**src/rtl/cs_pkg.sv**
```systemverilog
`timescale 1ns/1ps
package cs_pkg;
    localparam int unsigned CS_SLOTS  = 5;
    localparam int unsigned CS_DATA_W = 28;
    localparam int unsigned CS_ADDR_W = 10;

    typedef enum logic [1:0] {
        SEQ_IDLE   = 2'd0,
        SEQ_ARMED  = 2'd1,
        SEQ_COMMIT = 2'd2
    } seq_state_e;
endpackage

```
**src/rtl/cs_slot_bank.sv**
```systemverilog
`timescale 1ns/1ps
module cs_slot_bank #(
    parameter int unsigned SLOTS  = cs_pkg::CS_SLOTS,
    parameter int unsigned DATA_W = cs_pkg::CS_DATA_W,
    parameter int unsigned ADDR_W = cs_pkg::CS_ADDR_W,
    parameter int unsigned IDX_W  = 3
) (
    input  logic              clk,
    input  logic              rst_n,
    input  logic              wr_en,
    input  logic [IDX_W-1:0]  wr_idx,
    input  logic [DATA_W-1:0] wr_data,
    input  logic [ADDR_W-1:0] wr_addr,
    input  logic              clear_all,
    input  logic [IDX_W-1:0]  rd_idx,
    output logic              rd_valid,
    output logic [DATA_W-1:0] rd_data,
    output logic [ADDR_W-1:0] rd_addr,
    output logic [SLOTS-1:0]  valid_vec
);
    typedef struct packed {
        logic [SLOTS-1:0]             valid;
        logic [SLOTS-1:0][DATA_W-1:0] data;
        logic [SLOTS-1:0][ADDR_W-1:0] addr;
    } bank_t;

    bank_t bank_d, bank_q;
    logic [SLOTS-1:0] hit_w;

    // one decoder per slot; numbers past the last slot match nothing
    for (genvar g = 0; g < SLOTS; g++) begin : g_hit
        assign hit_w[g] = wr_en && (wr_idx == IDX_W'(g));
    end

    always_comb begin
        bank_d = bank_q;
        if (clear_all) begin
            bank_d.valid = '0;
        end else begin
            for (int i = 0; i < SLOTS; i++) begin
                if (hit_w[i]) begin
                    bank_d.valid[i] = 1'b1;
                    bank_d.data[i]  = wr_data;
                    bank_d.addr[i]  = wr_addr;
                end
            end
        end
    end

    always_ff @(posedge clk) begin
        if (!rst_n) bank_q <= '0;
        else        bank_q <= bank_d;
    end

    always_comb begin
        rd_valid = 1'b0;
        rd_data  = '0;
        rd_addr  = '0;
        for (int i = 0; i < SLOTS; i++) begin
            if (rd_idx == IDX_W'(i)) begin
                rd_valid = bank_q.valid[i];
                rd_data  = bank_q.data[i];
                rd_addr  = bank_q.addr[i];
            end
        end
    end

    assign valid_vec = bank_q.valid;

    // an accepted write leaves its slot filled
    a_r2_write_fills: assert property (@(posedge clk) disable iff (!rst_n)
        (wr_en && !clear_all && (32'(wr_idx) < SLOTS)) |=> valid_vec[$past(wr_idx)]);
endmodule

```
**src/rtl/cs_commit_seq.sv**
```systemverilog
`timescale 1ns/1ps
module cs_commit_seq #(
    parameter int unsigned SLOTS = cs_pkg::CS_SLOTS,
    parameter int unsigned IDX_W = 3
) (
    input  logic             clk,
    input  logic             rst_n,
    input  logic             arm,
    input  logic             frame_start,
    input  logic             slot_valid,
    input  logic             port_free,
    output logic             busy,
    output logic             committing,
    output logic [IDX_W-1:0] idx,
    output logic             fire,
    output logic             clear_all
);
    import cs_pkg::*;

    localparam logic [IDX_W-1:0] LAST_IDX = IDX_W'(SLOTS - 1);

    typedef struct packed {
        seq_state_e       st;
        logic [IDX_W-1:0] idx;
    } seq_t;

    seq_t seq_d, seq_q;
    logic advance;

    always_comb begin
        seq_d     = seq_q;
        fire      = 1'b0;
        clear_all = 1'b0;
        advance   = 1'b0;
        unique case (seq_q.st)
            SEQ_IDLE: begin
                if (arm) seq_d.st = SEQ_ARMED;
            end
            SEQ_ARMED: begin
                if (frame_start) begin
                    seq_d.st  = SEQ_COMMIT;
                    seq_d.idx = '0;
                end
            end
            SEQ_COMMIT: begin
                fire    = slot_valid && port_free;
                advance = !slot_valid || port_free;
                if (advance) begin
                    if (seq_q.idx == LAST_IDX) begin
                        seq_d.st  = SEQ_IDLE;
                        seq_d.idx = '0;
                        clear_all = 1'b1;
                    end else begin
                        seq_d.idx = seq_q.idx + 1'b1;
                    end
                end
            end
            default: seq_d = '{st: SEQ_IDLE, idx: '0};
        endcase
    end

    always_ff @(posedge clk) begin
        if (!rst_n) seq_q <= '{st: SEQ_IDLE, idx: '0};
        else        seq_q <= seq_d;
    end

    assign busy       = (seq_q.st != SEQ_IDLE);
    assign committing = (seq_q.st == SEQ_COMMIT);
    assign idx        = seq_q.idx;

    // a commit only begins right after a frame strobe
    a_r4_start_on_frame: assert property (@(posedge clk) disable iff (!rst_n)
        $rose(committing) |-> $past(frame_start));
    // the slot position never leaves the slot range
    a_r5_idx_in_range: assert property (@(posedge clk) disable iff (!rst_n)
        committing |-> (32'(idx) < SLOTS));
    // busy only drops after the last slot position
    a_r9_busy_until_last: assert property (@(posedge clk) disable iff (!rst_n)
        $fell(busy) |-> ($past(committing) && ($past(idx) == LAST_IDX)));
endmodule

```
**src/rtl/cs_ram_arb.sv**
```systemverilog
`timescale 1ns/1ps
module cs_ram_arb #(
    parameter int unsigned DATA_W = cs_pkg::CS_DATA_W,
    parameter int unsigned ADDR_W = cs_pkg::CS_ADDR_W
) (
    input  logic              clk,
    input  logic              rst_n,
    input  logic              core_rd_en,
    input  logic [ADDR_W-1:0] core_rd_addr,
    input  logic              cm_req,
    input  logic [ADDR_W-1:0] cm_addr,
    input  logic [DATA_W-1:0] cm_data,
    output logic              cm_grant,
    output logic              pram_en,
    output logic              pram_we,
    output logic [ADDR_W-1:0] pram_addr,
    output logic [DATA_W-1:0] pram_wdata
);
    // the core always wins the single port
    always_comb begin
        cm_grant   = !core_rd_en;
        pram_en    = 1'b0;
        pram_we    = 1'b0;
        pram_addr  = '0;
        pram_wdata = '0;
        if (core_rd_en) begin
            pram_en   = 1'b1;
            pram_addr = core_rd_addr;
        end else if (cm_req) begin
            pram_en    = 1'b1;
            pram_we    = 1'b1;
            pram_addr  = cm_addr;
            pram_wdata = cm_data;
        end
    end

    // every write to the memory comes from a commit request
    a_r5_write_has_req: assert property (@(posedge clk) disable iff (!rst_n)
        pram_we |-> cm_req);
endmodule

```
**src/rtl/coef_stage_commit.sv**
```systemverilog
`timescale 1ns/1ps
module coef_stage_commit #(
    parameter int unsigned SLOTS  = cs_pkg::CS_SLOTS,
    parameter int unsigned DATA_W = cs_pkg::CS_DATA_W,
    parameter int unsigned ADDR_W = cs_pkg::CS_ADDR_W,
    localparam int unsigned IDX_W = (SLOTS > 1) ? $clog2(SLOTS) : 1
) (
    input  logic              clk,
    input  logic              rst_n,
    input  logic              ctl_wr_en,
    input  logic [IDX_W-1:0]  ctl_wr_slot,
    input  logic [DATA_W-1:0] ctl_wr_data,
    input  logic [ADDR_W-1:0] ctl_wr_addr,
    output logic              ctl_wr_ready,
    input  logic              ctl_arm,
    output logic              ctl_busy,
    input  logic              frame_start,
    input  logic              core_rd_en,
    input  logic [ADDR_W-1:0] core_rd_addr,
    output logic              pram_en,
    output logic              pram_we,
    output logic [ADDR_W-1:0] pram_addr,
    output logic [DATA_W-1:0] pram_wdata
);
    logic              committing_w;
    logic [IDX_W-1:0]  seq_idx_w;
    logic              fire_w;
    logic              clear_w;
    logic              slot_valid_w;
    logic [DATA_W-1:0] slot_data_w;
    logic [ADDR_W-1:0] slot_addr_w;
    logic [SLOTS-1:0]  valid_vec_w;
    logic              cm_req_w;
    logic              grant_w;
    logic              bank_wr_w;

    assign ctl_wr_ready = !committing_w;
    assign bank_wr_w    = ctl_wr_en && ctl_wr_ready;
    assign cm_req_w     = committing_w && slot_valid_w;

    cs_slot_bank #(
        .SLOTS(SLOTS), .DATA_W(DATA_W), .ADDR_W(ADDR_W), .IDX_W(IDX_W)
    ) bank_i (
        .clk       (clk),
        .rst_n     (rst_n),
        .wr_en     (bank_wr_w),
        .wr_idx    (ctl_wr_slot),
        .wr_data   (ctl_wr_data),
        .wr_addr   (ctl_wr_addr),
        .clear_all (clear_w),
        .rd_idx    (seq_idx_w),
        .rd_valid  (slot_valid_w),
        .rd_data   (slot_data_w),
        .rd_addr   (slot_addr_w),
        .valid_vec (valid_vec_w)
    );

    cs_commit_seq #(
        .SLOTS(SLOTS), .IDX_W(IDX_W)
    ) seq_i (
        .clk         (clk),
        .rst_n       (rst_n),
        .arm         (ctl_arm),
        .frame_start (frame_start),
        .slot_valid  (slot_valid_w),
        .port_free   (grant_w),
        .busy        (ctl_busy),
        .committing  (committing_w),
        .idx         (seq_idx_w),
        .fire        (fire_w),
        .clear_all   (clear_w)
    );

    cs_ram_arb #(
        .DATA_W(DATA_W), .ADDR_W(ADDR_W)
    ) arb_i (
        .clk          (clk),
        .rst_n        (rst_n),
        .core_rd_en   (core_rd_en),
        .core_rd_addr (core_rd_addr),
        .cm_req       (cm_req_w),
        .cm_addr      (slot_addr_w),
        .cm_data      (slot_data_w),
        .cm_grant     (grant_w),
        .pram_en      (pram_en),
        .pram_we      (pram_we),
        .pram_addr    (pram_addr),
        .pram_wdata   (pram_wdata)
    );

    // the sequencer fire and the memory write agree
    a_r5_fire_is_write: assert property (@(posedge clk) disable iff (!rst_n)
        fire_w |-> (pram_we && (pram_addr == slot_addr_w)));
    // a blocked filled slot is retried, not dropped
    a_r7_retry_slot: assert property (@(posedge clk) disable iff (!rst_n)
        (core_rd_en && cm_req_w) |=> (committing_w && $stable(seq_idx_w)));
    // the control side is stalled whenever a commit writes
    a_r8_stall_on_write: assert property (@(posedge clk) disable iff (!rst_n)
        pram_we |-> !ctl_wr_ready);
    // all slots are empty once busy drops
    a_r9_empty_after: assert property (@(posedge clk) disable iff (!rst_n)
        $fell(ctl_busy) |-> (valid_vec_w == '0));
endmodule

```
**config.mk**
```make
export PLATFORM = sky130hd
export DESIGN_NAME = coef_stage_commit
export DESIGN_NICKNAME = d
export VERILOG_FILES = /design/src/rtl/cs_pkg.sv /design/src/rtl/cs_slot_bank.sv /design/src/rtl/cs_commit_seq.sv /design/src/rtl/cs_ram_arb.sv /design/src/rtl/coef_stage_commit.sv
export SDC_FILE = /design/constraint.sdc
export NUM_CORES = 1
export LEC_CHECK = 0
export BUFFER_PORTS_ARGS = -buffer_cell sky130_fd_sc_hd__clkbuf_2
export CAP_MARGIN = 10
export CORE_AREA = 2 2 113 224
export DETAILED_ROUTE_END_ITERATION = 8
export DIE_AREA = 0 0 115 226
export PLACE_DENSITY = 0.62
export SYNTH_ARGS = -nofsm -noshare
export SYNTH_HDL_FRONTEND = slang
export SYNTH_HIERARCHICAL = 1
export SYNTH_SLANG_ARGS = --single-unit
```
**constraint.sdc**
```tcl
create_clock -name clk -period 3.1 [get_ports clk]
set_input_delay 0.62 -clock clk [delete_from_list [all_inputs] [get_ports clk]]
set_output_delay 0.62 -clock clk [all_outputs]
set_load 0.005 [all_outputs]
```
==> run_results.csv <==
group,metric,value,unit
final_layout,n_antenna_cell,0,
final_layout,layout.nets,1245,
min_path,hold_end,"bank_i/bank_q[177]",
critical_path,worstRegToRegCells,9,
pwr,power.internal,0.00397,W
pwr,netSwitchingFraction,24.9,%
sta,final.period_utilization,98.9,%
min_path,hp-start,"ctl_wr_data[15]",
place,dp_hpwl,18.8,mm
floorplan,rows,81,
critical_path,crit_path_start_kind,"flop",
floorplan,die_x,115,um
yosys,syn_avg_cell_area,8.24,um^2
clock_tree,clk_path_buf_depth,2,
yosys,yosysWarnings,6,
yosys,syn_inst,1151,
floorplan,die_h,226,um
final_layout,final_cell_area,0.0108,mm^2
pwr,power_density,490,mW/mm^2
clock_tree,numCtsBuffers,17,
global_routing,grt_max_degree,78,
pwr,seq_power_share,50.3,%
sta,setup_viol,0,
detailed_routing,drt_iter0_drc,450,
detailed_routing,vias_per_cell,5.88,
detailed_routing,vias,8753,
clock_tree,cts_tree,"yes",
global_routing,grt_pass1_vias,8605,
place,placed_area,0.0102,mm^2
place,place_congestion,0.827,
sta,clock_skew,0.00995,ns
pwr,p_sw,0.00132,W
sta,hold_violations,0,
critical_path,worstSetupPathType,"reg2out",
clock_tree,clock_sinks,200,
sta,maxSlewViolCount,0,
place,numPortBuffers,98,
sta,worst_pin_slew,0.903,ns
final_layout,drive_gt1_share,19.3,%
clock_tree,root_buffer,"clkbuf_16",
job,drv_cap,0,
clock_tree,clkSlewWorstSetupHoldPaths,0.07,ns
run_status,status,"finished clean",
sta,slew_headroom,39.8,%
yosys,synth_area,0.00948,mm^2
floorplan,initial_core_util,39.0,%
pwr,p_leak,4.16,nW
clock_tree,insertion_delay,0.45,ns
place,dp_slack,0.184,ns
sta,max_freq,0.326,GHz
detailed_routing,wl_per_cell,19.7,um
clock_tree,htreeDepth,4,
clock_tree,hold_buffers,0,
final_layout,syn_to_final_growth,13.9,%
critical_path,cp_max_fo,27,
min_path,min_path_cells,3,
pwr,pwr-share-clk,41.0,%
pwr,ir_worst_vdd,0.282,mV
critical_path,worstPathArrival,2.45,ns
floorplan,core,0.0243,mm^2
critical_path,rrSetupSlack,0.34,ns
global_routing,grt_use_total,22.7,%
global_routing,antenna_found_initial,0,
critical_path,r2r-start,"seq_i/idx[1]",
pwr,combPwrFrac,8.8,%
critical_path,r2r_end,"bank_i/bank_q[109]",
critical_path,required,2.48,ns
detailed_routing,ant_nets,0,
sta,setup_ws,0.0328,ns
floorplan,io_pins,99,
critical_path,crit_path_end_kind,"output port",
sta,setup_tns,0,ns
yosys,syn-num-nets,1210,
detailed_routing,routed_wirelength,29.3,mm
sta,grt_setup_unrepaired,"no",
detailed_routing,firstDrtPassIters,5,
detailed_routing,drc,0,
global_routing,grt_pass1_wl,45.6,mm
global_routing,grt.overflow.total,0,
min_path,hold_class,"in2reg",
floorplan,dieArea,0.0260,mm^2
sta,min_period,3.07,ns
repair_timing:
item                                    CTS  global route
endpoints found under the setup margin   38            49
setup buffers                             2             0
pin swaps                                 1             0
gates resized for setup                   3            10
layer usage:
metal  GRT usage (%)  share of wire [%]  wire (um)
met1            24.1                 37      10900
met5               0                  0          0
met2            42.7                 55      16200
met4            10.1                3.2        950
met3            3.81                4.2       1240
worst max-delay path, cell delays in order (launching register included):
cell and delay (ns):
dfxtp_1 0.32, buf_4 0.18, nor3b_4 0.19, buf_4 0.39
a32oi_1 0.14, a31oi_1 0.48, a22o_1 0.20, clkbuf_2 0.10
state kept, by name, summed over array words and instances, names as in the netlist:
| register | flops |
|---|---|
| bank_i/bank_q | 190 |
| bank_i/valid_vec | 5 |
| seq_i/idx | 3 |
| seq_i/seq_q | 2 |
layout by cell type (no fill, tap or decap), types with 17 or more instances in the layout:
cell type / n
a21oi_1: 116
a31oi_1: 41
a32oi_1: 39
and2_1: 29
buf_4: 29
clkbuf_16: 17
clkbuf_2: 97
dfxtp_1: 198
mux2_2: 39
mux2i_1: 77
nand2_1: 156
nand3_1: 116
nor2_1: 45
o21ai_0: 102
worst max path at each step:
stage / startpoint / endpoint / cells past startpoint
floorplan: seq_i/idx[0] / bank_i/bank_q[179] / 15
global placement: seq_i/idx[0] / bank_i/bank_q[52] / 10
detailed placement: seq_i/idx[0] / bank_i/bank_q[99] / 10
CTS: seq_i/idx[0] / pram_addr[5] / 9
global route: seq_i/idx[1] / pram_wdata[1] / 7
finish: seq_i/idx[2] / pram_addr[9] / 7
power groups by stage:
stage               sequential, W  clock, W  combinational [W]
floorplan                 0.00271         0           0.000279
global placement          0.00271         0           0.000455
detailed placement        0.00272         0           0.000460
CTS                       0.00266   0.00219           0.000461
global route              0.00266   0.00228           0.000500
finish                    0.00266   0.00217           0.000463
stage by stage:
step / cells / utilization [%] / hold WS (ns) / total power [W]
after floorplan: 1151 / - / 0.431 / 0.00299
after global placement: 1455 / 41.8 / 0.442 / 0.00317
after detailed placement: 1455 / 41.8 / 0.448 / 0.00318
after CTS: 1489 / 44.2 / 0.438 / 0.00531
after global routing: 1489 / 44.4 / 0.458 / 0.00544
final: 1489 / 44.4 / 0.449 / 0.00529
layout make-up:
class	count	area [um^2]
repair buffers	137	905
well taps	290	363
clock buffers	25	495
clock inverters	7	67.6
flip-flops and latches	200	4010
multi-input cells	822	4930
fillers	2437	13500
inverters	8	31.3
Note: power is estimated with default switching activity, not from simulation.
